===== src/rtl/reqtab_pkg.sv =====
package reqtab_pkg;

  typedef enum logic [3:0] {
    RT_LOAD    = 4'd0,
    RT_IFETCH  = 4'd1,
    RT_STORE   = 4'd2,
    RT_RMW_RD  = 4'd3,
    RT_RMW_WR  = 4'd4,
    RT_LINK_LD = 4'd5,
    RT_COND_ST = 4'd6,
    RT_LOCK_RD = 4'd7,
    RT_LOCK_WR = 4'd8,
    RT_FLUSH   = 4'd9
  } req_type_e;

  typedef enum logic [1:0] {
    RS_IDLE   = 2'd0,
    RS_FULL   = 2'd1,
    RS_ALIAS  = 2'd2,
    RS_ISSUED = 2'd3
  } req_stat_e;

  // alias counter slots
  localparam int AL_ST_LD = 0;
  localparam int AL_ST_ST = 1;
  localparam int AL_LD_ST = 2;
  localparam int AL_LD_LD = 3;
  localparam int AL_NUM   = 4;

  function automatic logic is_read_kind(logic [3:0] t);
    return (t == RT_LOAD) || (t == RT_IFETCH);
  endfunction

endpackage


===== src/rtl/reqtab_cam.sv =====
module reqtab_cam #(
  parameter int DEPTH   = 4,
  parameter int LINE_W  = 12,
  parameter int STAMP_W = 16,
  localparam int IDX_W  = (DEPTH > 1) ? $clog2(DEPTH) : 1,
  localparam int CNT_W  = $clog2(DEPTH + 1)
) (
  input  logic               clk_i,
  input  logic               rst_ni,
  input  logic [LINE_W-1:0]  look_line_i,
  output logic               look_hit_o,
  output logic               full_o,
  input  logic               ins_i,
  input  logic [3:0]         ins_type_i,
  input  logic [STAMP_W-1:0] ins_stamp_i,
  input  logic               rem_i,
  input  logic [LINE_W-1:0]  rem_line_i,
  output logic               rem_hit_o,
  output logic [3:0]         rem_type_o,
  output logic [STAMP_W-1:0] rem_stamp_o,
  output logic [CNT_W-1:0]   used_o
);

  logic [DEPTH-1:0]   vld_q;
  logic [LINE_W-1:0]  line_q  [DEPTH];
  logic [3:0]         type_q  [DEPTH];
  logic [STAMP_W-1:0] stamp_q [DEPTH];

  logic [DEPTH-1:0] look_match, rem_match;
  logic [IDX_W-1:0] free_idx;

  for (genvar g = 0; g < DEPTH; g++) begin : g_match
    assign look_match[g] = vld_q[g] && (line_q[g] == look_line_i);
    assign rem_match[g]  = vld_q[g] && (line_q[g] == rem_line_i);
  end

  assign look_hit_o = |look_match;
  assign rem_hit_o  = rem_i && (|rem_match);
  assign full_o     = &vld_q;

  always_comb begin
    free_idx = '0;
    for (int i = DEPTH - 1; i >= 0; i--)
      if (!vld_q[i]) free_idx = IDX_W'(i);
  end

  always_comb begin
    rem_type_o  = '0;
    rem_stamp_o = '0;
    for (int i = 0; i < DEPTH; i++) begin
      rem_type_o  |= rem_match[i] ? type_q[i]  : '0;
      rem_stamp_o |= rem_match[i] ? stamp_q[i] : '0;
    end
  end

  always_comb begin
    used_o = '0;
    for (int i = 0; i < DEPTH; i++) used_o += CNT_W'(vld_q[i]);
  end

  always_ff @(posedge clk_i or negedge rst_ni) begin
    if (!rst_ni) begin
      vld_q <= '0;
      for (int i = 0; i < DEPTH; i++) begin
        line_q[i]  <= '0;
        type_q[i]  <= '0;
        stamp_q[i] <= '0;
      end
    end else begin
      for (int i = 0; i < DEPTH; i++) begin
        if (rem_i && rem_match[i]) vld_q[i] <= 1'b0;
        if (ins_i && !full_o && (free_idx == IDX_W'(i))) begin
          vld_q[i]   <= 1'b1;
          line_q[i]  <= look_line_i;
          type_q[i]  <= ins_type_i;
          stamp_q[i] <= ins_stamp_i;
        end
      end
    end
  end

  // one entry per line
  assert_one_per_line_R5: assert property (@(posedge clk_i) disable iff (!rst_ni)
    $onehot0(look_match) && $onehot0(rem_match));

  // insertion only into a free slot for a line not yet present
  assert_ins_legal_R7: assert property (@(posedge clk_i) disable iff (!rst_ni)
    ins_i |-> (!full_o && !look_hit_o));

  assert_ins_lands_R7: assert property (@(posedge clk_i) disable iff (!rst_ni)
    (ins_i && !rem_hit_o) |=> (used_o == $past(used_o) + 1'b1));

endmodule


===== src/rtl/reqtab_lock.sv =====
module reqtab_lock #(
  parameter int LINE_W = 12
) (
  input  logic              clk_i,
  input  logic              rst_ni,
  input  logic              set_i,
  input  logic              clr_i,
  input  logic [LINE_W-1:0] cmp_line_i,
  input  logic [LINE_W-1:0] chk_line_i,
  output logic              blocked_o
);

  logic              lk_vld_q;
  logic [LINE_W-1:0] lk_line_q;

  assign blocked_o = lk_vld_q && (lk_line_q == chk_line_i);

  always_ff @(posedge clk_i or negedge rst_ni) begin
    if (!rst_ni) begin
      lk_vld_q  <= 1'b0;
      lk_line_q <= '0;
    end else if (set_i) begin
      lk_vld_q  <= 1'b1;
      lk_line_q <= cmp_line_i;
    end else if (clr_i && lk_vld_q && (lk_line_q == cmp_line_i)) begin
      lk_vld_q  <= 1'b0;
    end
  end

  assert_lock_set_R10: assert property (@(posedge clk_i) disable iff (!rst_ni)
    set_i |=> (lk_vld_q && (lk_line_q == $past(cmp_line_i))));

  assert_lock_excl_R10: assert property (@(posedge clk_i) disable iff (!rst_ni)
    !(set_i && clr_i));

endmodule


===== src/rtl/reqtab_stats.sv =====
module reqtab_stats #(
  parameter int STAT_W = 16,
  parameter int NUM    = 4
) (
  input  logic                       clk_i,
  input  logic                       rst_ni,
  input  logic [NUM-1:0]             inc_i,
  output logic [NUM-1:0][STAT_W-1:0] cnt_o
);

  for (genvar g = 0; g < NUM; g++) begin : g_cnt
    logic [STAT_W-1:0] cnt_q;
    always_ff @(posedge clk_i or negedge rst_ni) begin
      if (!rst_ni)       cnt_q <= '0;
      else if (inc_i[g]) cnt_q <= cnt_q + 1'b1;
    end
    assign cnt_o[g] = cnt_q;
  end

  // a single request yields at most one alias event
  assert_one_event_R5: assert property (@(posedge clk_i) disable iff (!rst_ni)
    $onehot0(inc_i));

endmodule


===== src/rtl/reqtab_admit.sv =====
module reqtab_admit
  import reqtab_pkg::*;
#(
  parameter int ADDR_W  = 16,
  parameter int OFF_W   = 4,
  parameter int DEPTH   = 4,
  parameter int MAX_OUT = 6,
  parameter int STAMP_W = 16,
  parameter int STAT_W  = 16,
  localparam int LINE_W = ADDR_W - OFF_W,
  localparam int TCNT_W = $clog2(DEPTH + 1),
  localparam int OCNT_W = $clog2(MAX_OUT + 2 * DEPTH + 1)
) (
  input  logic               clk_i,
  input  logic               rst_ni,
  input  logic               req_valid_i,
  input  logic [3:0]         req_type_i,
  input  logic [ADDR_W-1:0]  req_addr_i,
  output logic [1:0]         resp_o,
  input  logic               rd_cmp_valid_i,
  input  logic [ADDR_W-1:0]  rd_cmp_addr_i,
  input  logic               wr_cmp_valid_i,
  input  logic [ADDR_W-1:0]  wr_cmp_addr_i,
  output logic               rd_done_o,
  output logic [3:0]         rd_done_type_o,
  output logic [STAMP_W-1:0] rd_done_stamp_o,
  output logic               wr_done_o,
  output logic [3:0]         wr_done_type_o,
  output logic [STAMP_W-1:0] wr_done_stamp_o,
  output logic               cmp_err_o,
  output logic [OCNT_W-1:0]  outstanding_o,
  output logic [STAMP_W-1:0] cycle_o,
  output logic [STAT_W-1:0]  alias_st_ld_o,
  output logic [STAT_W-1:0]  alias_st_st_o,
  output logic [STAT_W-1:0]  alias_ld_st_o,
  output logic [STAT_W-1:0]  alias_ld_ld_o
);

  logic [LINE_W-1:0] req_line, rd_line, wr_line;
  assign req_line = req_addr_i[ADDR_W-1:OFF_W];
  assign rd_line  = rd_cmp_addr_i[ADDR_W-1:OFF_W];
  assign wr_line  = wr_cmp_addr_i[ADDR_W-1:OFF_W];

  logic unused_offsets;
  assign unused_offsets = ^{req_addr_i[OFF_W-1:0], rd_cmp_addr_i[OFF_W-1:0],
                            wr_cmp_addr_i[OFF_W-1:0]};

  logic [STAMP_W-1:0] cyc_q;
  logic [OCNT_W-1:0]  out_q;

  logic rd_hit, wr_hit, rd_full, wr_full, blocked;
  logic admit_rd, admit_wr;
  logic [AL_NUM-1:0] alias_inc;
  req_stat_e resp;
  logic [TCNT_W-1:0] rd_used, wr_used;

  reqtab_cam #(.DEPTH(DEPTH), .LINE_W(LINE_W), .STAMP_W(STAMP_W)) u_rd_tab (
    .clk_i, .rst_ni,
    .look_line_i (req_line),
    .look_hit_o  (rd_hit),
    .full_o      (rd_full),
    .ins_i       (admit_rd),
    .ins_type_i  (req_type_i),
    .ins_stamp_i (cyc_q),
    .rem_i       (rd_cmp_valid_i),
    .rem_line_i  (rd_line),
    .rem_hit_o   (rd_done_o),
    .rem_type_o  (rd_done_type_o),
    .rem_stamp_o (rd_done_stamp_o),
    .used_o      (rd_used)
  );

  reqtab_cam #(.DEPTH(DEPTH), .LINE_W(LINE_W), .STAMP_W(STAMP_W)) u_wr_tab (
    .clk_i, .rst_ni,
    .look_line_i (req_line),
    .look_hit_o  (wr_hit),
    .full_o      (wr_full),
    .ins_i       (admit_wr),
    .ins_type_i  (req_type_i),
    .ins_stamp_i (cyc_q),
    .rem_i       (wr_cmp_valid_i),
    .rem_line_i  (wr_line),
    .rem_hit_o   (wr_done_o),
    .rem_type_o  (wr_done_type_o),
    .rem_stamp_o (wr_done_stamp_o),
    .used_o      (wr_used)
  );

  logic lock_set, lock_clr;
  assign lock_set = wr_done_o && (wr_done_type_o == RT_LOCK_RD);
  assign lock_clr = wr_done_o && (wr_done_type_o == RT_LOCK_WR);

  reqtab_lock #(.LINE_W(LINE_W)) u_lock (
    .clk_i, .rst_ni,
    .set_i      (lock_set),
    .clr_i      (lock_clr),
    .cmp_line_i (wr_line),
    .chk_line_i (req_line),
    .blocked_o  (blocked)
  );

  logic [AL_NUM-1:0][STAT_W-1:0] alias_cnt;

  reqtab_stats #(.STAT_W(STAT_W), .NUM(AL_NUM)) u_stats (
    .clk_i, .rst_ni,
    .inc_i (alias_inc),
    .cnt_o (alias_cnt)
  );

  logic is_rd;
  assign is_rd = is_read_kind(req_type_i);

  // admission decision: capacity, then line lock, then table aliasing
  always_comb begin
    resp      = RS_IDLE;
    admit_rd  = 1'b0;
    admit_wr  = 1'b0;
    alias_inc = '0;
    if (req_valid_i) begin
      if ((out_q >= OCNT_W'(MAX_OUT)) || (is_rd ? rd_full : wr_full)) begin
        resp = RS_FULL;
      end else if (blocked && (req_type_i != RT_LOCK_WR)) begin
        resp = RS_ALIAS;
      end else if (is_rd) begin
        if (wr_hit) begin
          resp = RS_ALIAS;
          alias_inc[AL_LD_ST] = 1'b1;
        end else if (rd_hit) begin
          resp = RS_ALIAS;
          alias_inc[AL_LD_LD] = 1'b1;
        end else begin
          resp     = RS_ISSUED;
          admit_rd = 1'b1;
        end
      end else begin
        if (rd_hit) begin
          resp = RS_ALIAS;
          alias_inc[AL_ST_LD] = 1'b1;
        end else if (wr_hit) begin
          resp = RS_ALIAS;
          alias_inc[AL_ST_ST] = 1'b1;
        end else begin
          resp     = RS_ISSUED;
          admit_wr = 1'b1;
        end
      end
    end
  end

  always_ff @(posedge clk_i or negedge rst_ni) begin
    if (!rst_ni) begin
      cyc_q <= '0;
      out_q <= '0;
    end else begin
      cyc_q <= cyc_q + 1'b1;
      out_q <= out_q + OCNT_W'(admit_rd | admit_wr)
                     - OCNT_W'(rd_done_o) - OCNT_W'(wr_done_o);
    end
  end

  assign resp_o        = resp;
  assign cmp_err_o     = (rd_cmp_valid_i && !rd_done_o) || (wr_cmp_valid_i && !wr_done_o);
  assign outstanding_o = out_q;
  assign cycle_o       = cyc_q;
  assign alias_st_ld_o = alias_cnt[AL_ST_LD];
  assign alias_st_st_o = alias_cnt[AL_ST_ST];
  assign alias_ld_st_o = alias_cnt[AL_LD_ST];
  assign alias_ld_ld_o = alias_cnt[AL_LD_LD];

  assert_cap_R2: assert property (@(posedge clk_i) disable iff (!rst_ni)
    out_q <= OCNT_W'(MAX_OUT));

  assert_lock_gate_R3: assert property (@(posedge clk_i) disable iff (!rst_ni)
    (req_valid_i && blocked && (req_type_i != RT_LOCK_WR)) |-> (resp_o != RS_ISSUED));

  assert_rd_port_kind_R4: assert property (@(posedge clk_i) disable iff (!rst_ni)
    rd_done_o |-> is_read_kind(rd_done_type_o));

  assert_wr_port_kind_R4: assert property (@(posedge clk_i) disable iff (!rst_ni)
    wr_done_o |-> !is_read_kind(wr_done_type_o));

  assert_count_match_R11: assert property (@(posedge clk_i) disable iff (!rst_ni)
    out_q == OCNT_W'(rd_used) + OCNT_W'(wr_used));

  assert_no_cross_R12: assert property (@(posedge clk_i) disable iff (!rst_ni)
    !(rd_hit && wr_hit));

endmodule


===== config.mk =====
export PLATFORM = sky130hd
export DESIGN_NAME = reqtab_admit
export DESIGN_NICKNAME = d
export VERILOG_FILES = /design/src/rtl/reqtab_pkg.sv /design/src/rtl/reqtab_cam.sv /design/src/rtl/reqtab_lock.sv /design/src/rtl/reqtab_stats.sv /design/src/rtl/reqtab_admit.sv
export SDC_FILE = /design/constraint.sdc
export NUM_CORES = 1
export LEC_CHECK = 0
export BUFFER_PORTS_ARGS = -buffer_cell sky130_fd_sc_hd__buf_2
export CORE_MARGIN = 2
export CORE_UTILIZATION = 50
export DETAILED_ROUTE_END_ITERATION = 10
export PLACE_DENSITY = 0.69
export SETUP_SLACK_MARGIN = 0.1
export SYNTH_ARGS = -nofsm -noshare
export SYNTH_HDL_FRONTEND = slang
export SYNTH_HIERARCHICAL = 1
export SYNTH_SLANG_ARGS = --single-unit
export TNS_END_PERCENT = 50

===== constraint.sdc =====
create_clock -name clk_i -period 3.2 [get_ports clk_i]
set_input_delay 0.48 -clock clk_i [delete_from_list [all_inputs] [get_ports clk_i]]
set_output_delay 0.48 -clock clk_i [all_outputs]
set_load 0.005 [all_outputs]

Word level (Yosys, flattened, before mapping)
Cells that the tools add are included.

storage, ports and cells
  input bits = 57
  register bits = 361

cells by class
  multiplexer cells = 72
  equality and inequality tests = 28
  bitwise gates (word level) = 13
  reduce and logical (&&, ||, !) cells = 69
  magnitude comparators = 1
  $add $sub $neg = 8

operator list
  cell                     number
  $eq A12 B12 Y1           18
  $mux W16                 8
  $or A16 B16 Y16          6
  $add A16 B1 Y16 const B  5
  $logic_and A1 B1 Y1      44
  $mux W4                  11
  $mux W1                  38
  $mux W2                  15
  $or A4 B4 Y4             6
  $reduce_bool A2 Y1       9
  $reduce_or A4 Y1         4
  $eq A2 B2 Y1 const B     4
  $reduce_and A4 Y1        2
  $sub A4 B1 Y4            2
  $add A4 B1 Y4            1
  $eq A2 B1 Y1 const B     2
  $eq A4 B1 Y1 const B     1
  $eq A4 B3 Y1 const B     1
  $eq A4 B4 Y1 const B     1
  $ge A4 B3 Y1 const B     1
  $logic_not A1 Y1         4
  $logic_not A2 Y1         2
  $logic_not A4 Y1         1
  $ne A4 B4 Y1 const B     1
  2 further kinds          4

Longest topological paths before layout
  depth after elaboration = 13
  mapped depth = 14

By module
Netlist, hierarchy kept.

by module, submodules not included
  module                  times used  cells each  area each (sq um)
  reqtab_cam at u_wr_tab  1           524         6755.2
  reqtab_cam at u_rd_tab  1           525         6663.9
  reqtab_stats            1           232         2737.6
  reqtab_admit            1           102         1094.8
  reqtab_lock             1           61          744.5

Least setup slack after synthesis
Ideal clock, no wire load.

  path kind = input-to-reg
  from = input port req_addr_i[7]
  to = register u_stats.g_cnt[1].cnt_q[15]
  required time = 3121 ps
  data arrival time = 3152 ps
  library setup time = 79 ps
  path buffers = 2
  setup slack = -31 ps
  stages on the path = 12
  path through = clkbuf_1 > xnor2_1 > nand4_1 > nor4_1 > nand4_1 > nand4_1 > nor4bb_1 > nand4_2 > or3_1 > buf_6 > nor4_4 > xor2_1

on the way
  word-level cells in the longest chain between the ends = 9
  elaborated cells on any way between the ends = 27
  classes of those cells = eq/ne: 9; mux: 6; reduce/logical: 12

ends and longest elaborated chain
  item                  RTL line             RTL
  from (decl)           reqtab_admit.sv:18   input logic [ADDR_W-1:0] req_addr_i,
  $eq A12 B12 Y1        reqtab_cam.sv:33     assign look_match[g] = vld_q[g] && (line_q[g] == look_line_i);
  $logic_and A1 B1 Y1   reqtab_cam.sv:33
  $reduce_or A4 Y1 *    reqtab_cam.sv:37     assign look_hit_o = |look_match;
  via wr_hit            reqtab_admit.sv:51   logic rd_hit, wr_hit, rd_full, wr_full, blocked;
  $mux W1 *             reqtab_admit.sv:139  end else if (wr_hit) begin
  $mux W1 *             reqtab_admit.sv:136  if (rd_hit) begin
  $mux W2 *             reqtab_admit.sv:124  end else if (is_rd) begin
  $mux W4 *             reqtab_admit.sv:122  end else if (blocked && (req_type_i != RT_LOCK_WR)) begin
  $mux W4 *             reqtab_admit.sv:120  if ((out_q >= OCNT_W'(MAX_OUT)) || (is_rd ? rd_full : wr_full)) begin
  $mux W4 *             reqtab_admit.sv:119  if (req_valid_i) begin
  via alias_inc[1]      reqtab_admit.sv:53   logic [AL_NUM-1:0] alias_inc;
  to (signal assigned)  reqtab_stats.sv:15   else if (inc_i[g]) cnt_q <= cnt_q + 1'b1;
  to (decl)             reqtab_stats.sv:12   logic [STAT_W-1:0] cnt_q;

Mark *: on every way through the listed nets, which the timed path passes. The rest lies on a longest branch.
A chain may end at the register's enable or synchronous reset.

Final worst setup path
  from = register u_wr_tab/line_q[42] in the netlist's numbering
  to = register u_wr_tab/stamp_q[10] in the netlist's numbering

on the way
  word-level cells in the longest chain between the ends = 11

ends and longest elaborated chain
  item                               RTL line             RTL
  from (decl)                        reqtab_cam.sv:25     logic [LINE_W-1:0] line_q [DEPTH];
  from (signal, indexed assignment)  reqtab_cam.sv:74     line_q[i] <= look_line_i;
  $eq A12 B12 Y1                     reqtab_cam.sv:33
  $logic_and A1 B1 Y1                reqtab_cam.sv:33
  $reduce_or A4 Y1                   reqtab_cam.sv:37
  via wr_hit                         reqtab_admit.sv:51
  $mux W1                            reqtab_admit.sv:139
  $mux W1                            reqtab_admit.sv:136
  $mux W1                            reqtab_admit.sv:124
  $mux W1                            reqtab_admit.sv:122
  $mux W1                            reqtab_admit.sv:120
  $mux W1                            reqtab_admit.sv:119
  via admit_wr                       reqtab_admit.sv:52   logic admit_rd, admit_wr;
  $logic_and A1 B1 Y1 (2 in a row)   reqtab_cam.sv:72     if (ins_i && !full_o && (free_idx == IDX_W'(i))) begin
  to (signal, indexed assignment)    reqtab_cam.sv:76     stamp_q[i] <= ins_stamp_i;
  to (decl)                          reqtab_cam.sv:27     logic [STAMP_W-1:0] stamp_q [DEPTH];

The timed path passes the listed nets, and every way through them passes these cells.

==> out/qor.log <==
qor: floorplanning.chipHeight 193.2 um
qor: critical_path.setup.worst_path.class reg2reg
qor: critical_path.cp_common_cell nand4_1
qor: sta.timing.clock.skew 0.02330 ns
qor: critical_path.endpoint_required_time_on_the_critical_path 3.65 ns
qor: critical_path.critPathMaxFanout 7
qor: global_routing.globalRouteTotalUtil 24.84%
qor: clock_tree.clock_sinks 361
qor: logic_synthesis.ys_warn_count 6
qor: sta.transition_time_of_the_tightest_slew_check_pin 0.5899 ns
qor: global_routing.grt_overflow 0
qor: flow_run.maxCapViolations 0
qor: power_and_ir_drop.total_power 0.01144 W
qor: global_routing.antenna_found_initial 0
qor: logic_synthesis.syn_nets 1506
qor: sta.report.final.slew_viol_count 0
qor: finish.final_nets 1769
qor: worst_hold_path.min_delay_path_class in2reg
qor: floorplanning.start_util 50.54%
qor: sta.report.final.setup_viol 0
qor: worst_hold_path.hold-path-cell-count 2
qor: critical_path.cp_slowest_cell dfrtp_1
qor: finish.regArea 9034 sq um
qor: routing.detail_route.wl_per_cell 21.08 um
qor: critical_path.reg2regPathDepth 13
qor: worst_hold_path.hold_path_startpoint req_type_i[1]
qor: finish.layout-drive-gt1-share 40.91%
qor: finish.fillers 2800
qor: critical_path.setup.reg_to_reg.worst_slack 0.02 ns
qor: routing.routed_wl 46140 um
qor: routing.via_to_cell_ratio 5.612
qor: sta.timing.final.crit_share 99.43%
qor: floorplanning.die_x 193.2 um
qor: critical_path.worst_setup_path_end_kind register
qor: routing.ant_nets 0
qor: routing.drt_pre_antenna_iters 4
qor: placed_design.dp.final_hpwl 31510 um
qor: logic_synthesis.synth.avg_cell_area 12.48 sq um
qor: critical_path.worstSetupStartpointType register
qor: placed_design.final_estimated_routing_congestion_in_global_placement 0.9122
qor: sta.max_freq 314.3 MHz
qor: clock_tree.clkLatencyLatePin 0.57 ns
qor: clock_tree.cts_tree done
qor: worst_hold_path.worst_hold_path.endpoint u_wr_tab/type_q[13]
qor: routing.num_vias 12280
qor: finish.areaGrowthSynthToFinish 22.55%
qor: finish.layout.cells.most_common dfrtp_1
qor: critical_path.worst-path-stages 13
qor: clock_tree.numCtsBuffers 40
qor: critical_path.startpoint_of_the_lowest_slack_register_to_register_path u_wr_tab/line_q[42]
qor: clock_tree.clk_path_buf_depth 3
qor: floorplanning.fp.dieArea 37310 sq um
qor: critical_path.cp.buffers_inverters 4
qor: clock_tree.clk_transition_reported_paths 0.06 ns
qor: global_routing.grt_max_degree 104
qor: routing.first_iter_violations 742
qor: critical_path.critical-path-max-stage-delay 0.42 ns
qor: finish.num_antenna_cells 0
qor: finish.area_used_by_multi_input_combinational_logic 8559 sq um
qor: power_and_ir_drop.leakagePower 10.82 nW
qor: critical_path.crit_arrival 3.63 ns
qor: global_routing.first_global_vias 12650
qor: outcome.outcome completed
qor: floorplanning.fp.coreArea 35400 sq um
qor: routing.drt_drc_violations_left 0
qor: sta.final_hold_viol_count 0
qor: floorplanning.floorplan.io_pins 186
qor: sta.worst_slew_margin_relative_to_its_limit 60.67%
qor: placed_design.port_buffers 173
qor: logic_synthesis.syn-instance-count 1434
qor: global_routing.grt_first_pass_wirelength 71330 um
qor: clock_tree.cts_root_buffer clkbuf_16
qor: floorplanning.core.rowCount 69
qor: critical_path.worst_r2r_endpoint u_wr_tab/stamp_q[10]
qor: sta.grt_setup_unrepaired yes
qor: sta.aggregate_negative_setup_slack 0 ns
qor: power_and_ir_drop.power_density 521.9 nW/um^2
qor: finish.final_cell_mix dfrtp_1, mux2_2, xnor2_1, buf_2, buf_4
qor: critical_path.crit_path_cell_trace xor2_1 > nor4_2 > nand4_1 > nand4_1 > buf_4 > a211o_1 > nor4_2 > buf_4 > nand4_1 > nor2_4 > buf_12 > buf_16 > mux2_2
qor: sta.period_minus_slack 3.182 ns
qor: critical_path.crit_family simple AND/OR/NAND/NOR gates
qor: power_and_ir_drop.vdd.ir_drop.worst 505.6 uV
qor: logic_synthesis.post_synth_instance_area 17890 sq um
qor: clock_tree.cts.htree.levels 2
[metal layers]
layer,up-vias,GRT usage (%),routed length [um]
met2,307,42.35,22630
met1,6315,32.60,20060
li1,5596,-,-
met4,0,7.663,1017
met3,66,4.036,2422
met5,-,0,0
[worst max-delay path by stage]
stage / start / end / slack, ns
after floorplan: rd_cmp_addr_i[11] / outstanding_o[3] / 0.12
after global placement: req_addr_i[9] / u_stats/g_cnt[1].cnt_q[15] / -0.25
after detailed placement: wr_cmp_addr_i[4] / outstanding_o[3] / -0.29
after CTS: u_wr_tab/line_q[27] / u_wr_tab/stamp_q[9] / 0.05
after global routing: u_wr_tab/line_q[27] / u_wr_tab/stamp_q[6] / -0.08
final: u_wr_tab/line_q[42] / u_wr_tab/stamp_q[10] / 0.02
[worst reg2reg max path: cells and delay by family, from the launching register on]
| kind | cells | cell delay [ns] |
|---|---|---|
| and+or+nand+nor | 6 | 1.12 |
| buffers and inverters | 4 | 0.63 |
| DFF | 1 | 0.42 |
| muxes | 1 | 0.33 |
| AOI/OAI and AO/OA | 1 | 0.32 |
| xor gates and xnor gates | 1 | 0.27 |
[power breakdown]
part           internal, W  switching [W]  total [W]
sequential         0.00488       0.000317    0.00520
clock              0.00285        0.00188    0.00473
combinational     0.000808       0.000714    0.00152
total              0.00853        0.00291     0.0114
[sequential cells by signal, summed over array words and instances (netlist names)]
register             cells
u_lock/lk_vld_q          1
u_wr_tab/line_q         48
u_rd_tab/line_q         48
u_wr_tab/stamp_q        64
u_wr_tab/vld_q           4
u_lock/lk_line_q        12
u_rd_tab/type_q         16
u_rd_tab/stamp_q        64
u_wr_tab/type_q         16
outstanding_o            4
cycle_o                 16
u_rd_tab/vld_q           4
u_stats/g_cnt.cnt_q     64
[through the flow]
step	utilization (%)	std cells	instance area, sq um	worst slack [ns]	hold WS (ns)
final	61.94	2189	21920	0.01838	0.2932
after global routing	61.94	2189	21920	-0.07947	0.2969
after global placement	56.36	2092	19950	-0.2546	0.3257
after CTS	60.86	2180	21540	0.05333	0.2822
after floorplan	-	1434	17900	0.1196	0.1844
after detailed placement	56.36	2092	19950	-0.2880	0.3298
[cell type report]
class,instances,share of cell area (%)
Multi-Input combinational cell,953,39.04
Timing Repair Buffer,315,10.46
Sequential cell,361,41.20
Inverter,26,0.4451
Tap cell,461,2.631
Clock buffer,53,5.210
Clock inverter,20,1.010
[what timing repair did]
item,CTS,global route
gates cloned,1,4
pin swaps,11,20
hold buffers,1,0
resized for setup,23,51
buffers inserted,13,7
hold endpoints to repair,16,0
endpoints found under the setup margin,6,153
No activity file was read; power rests on OpenSTA's default activity.
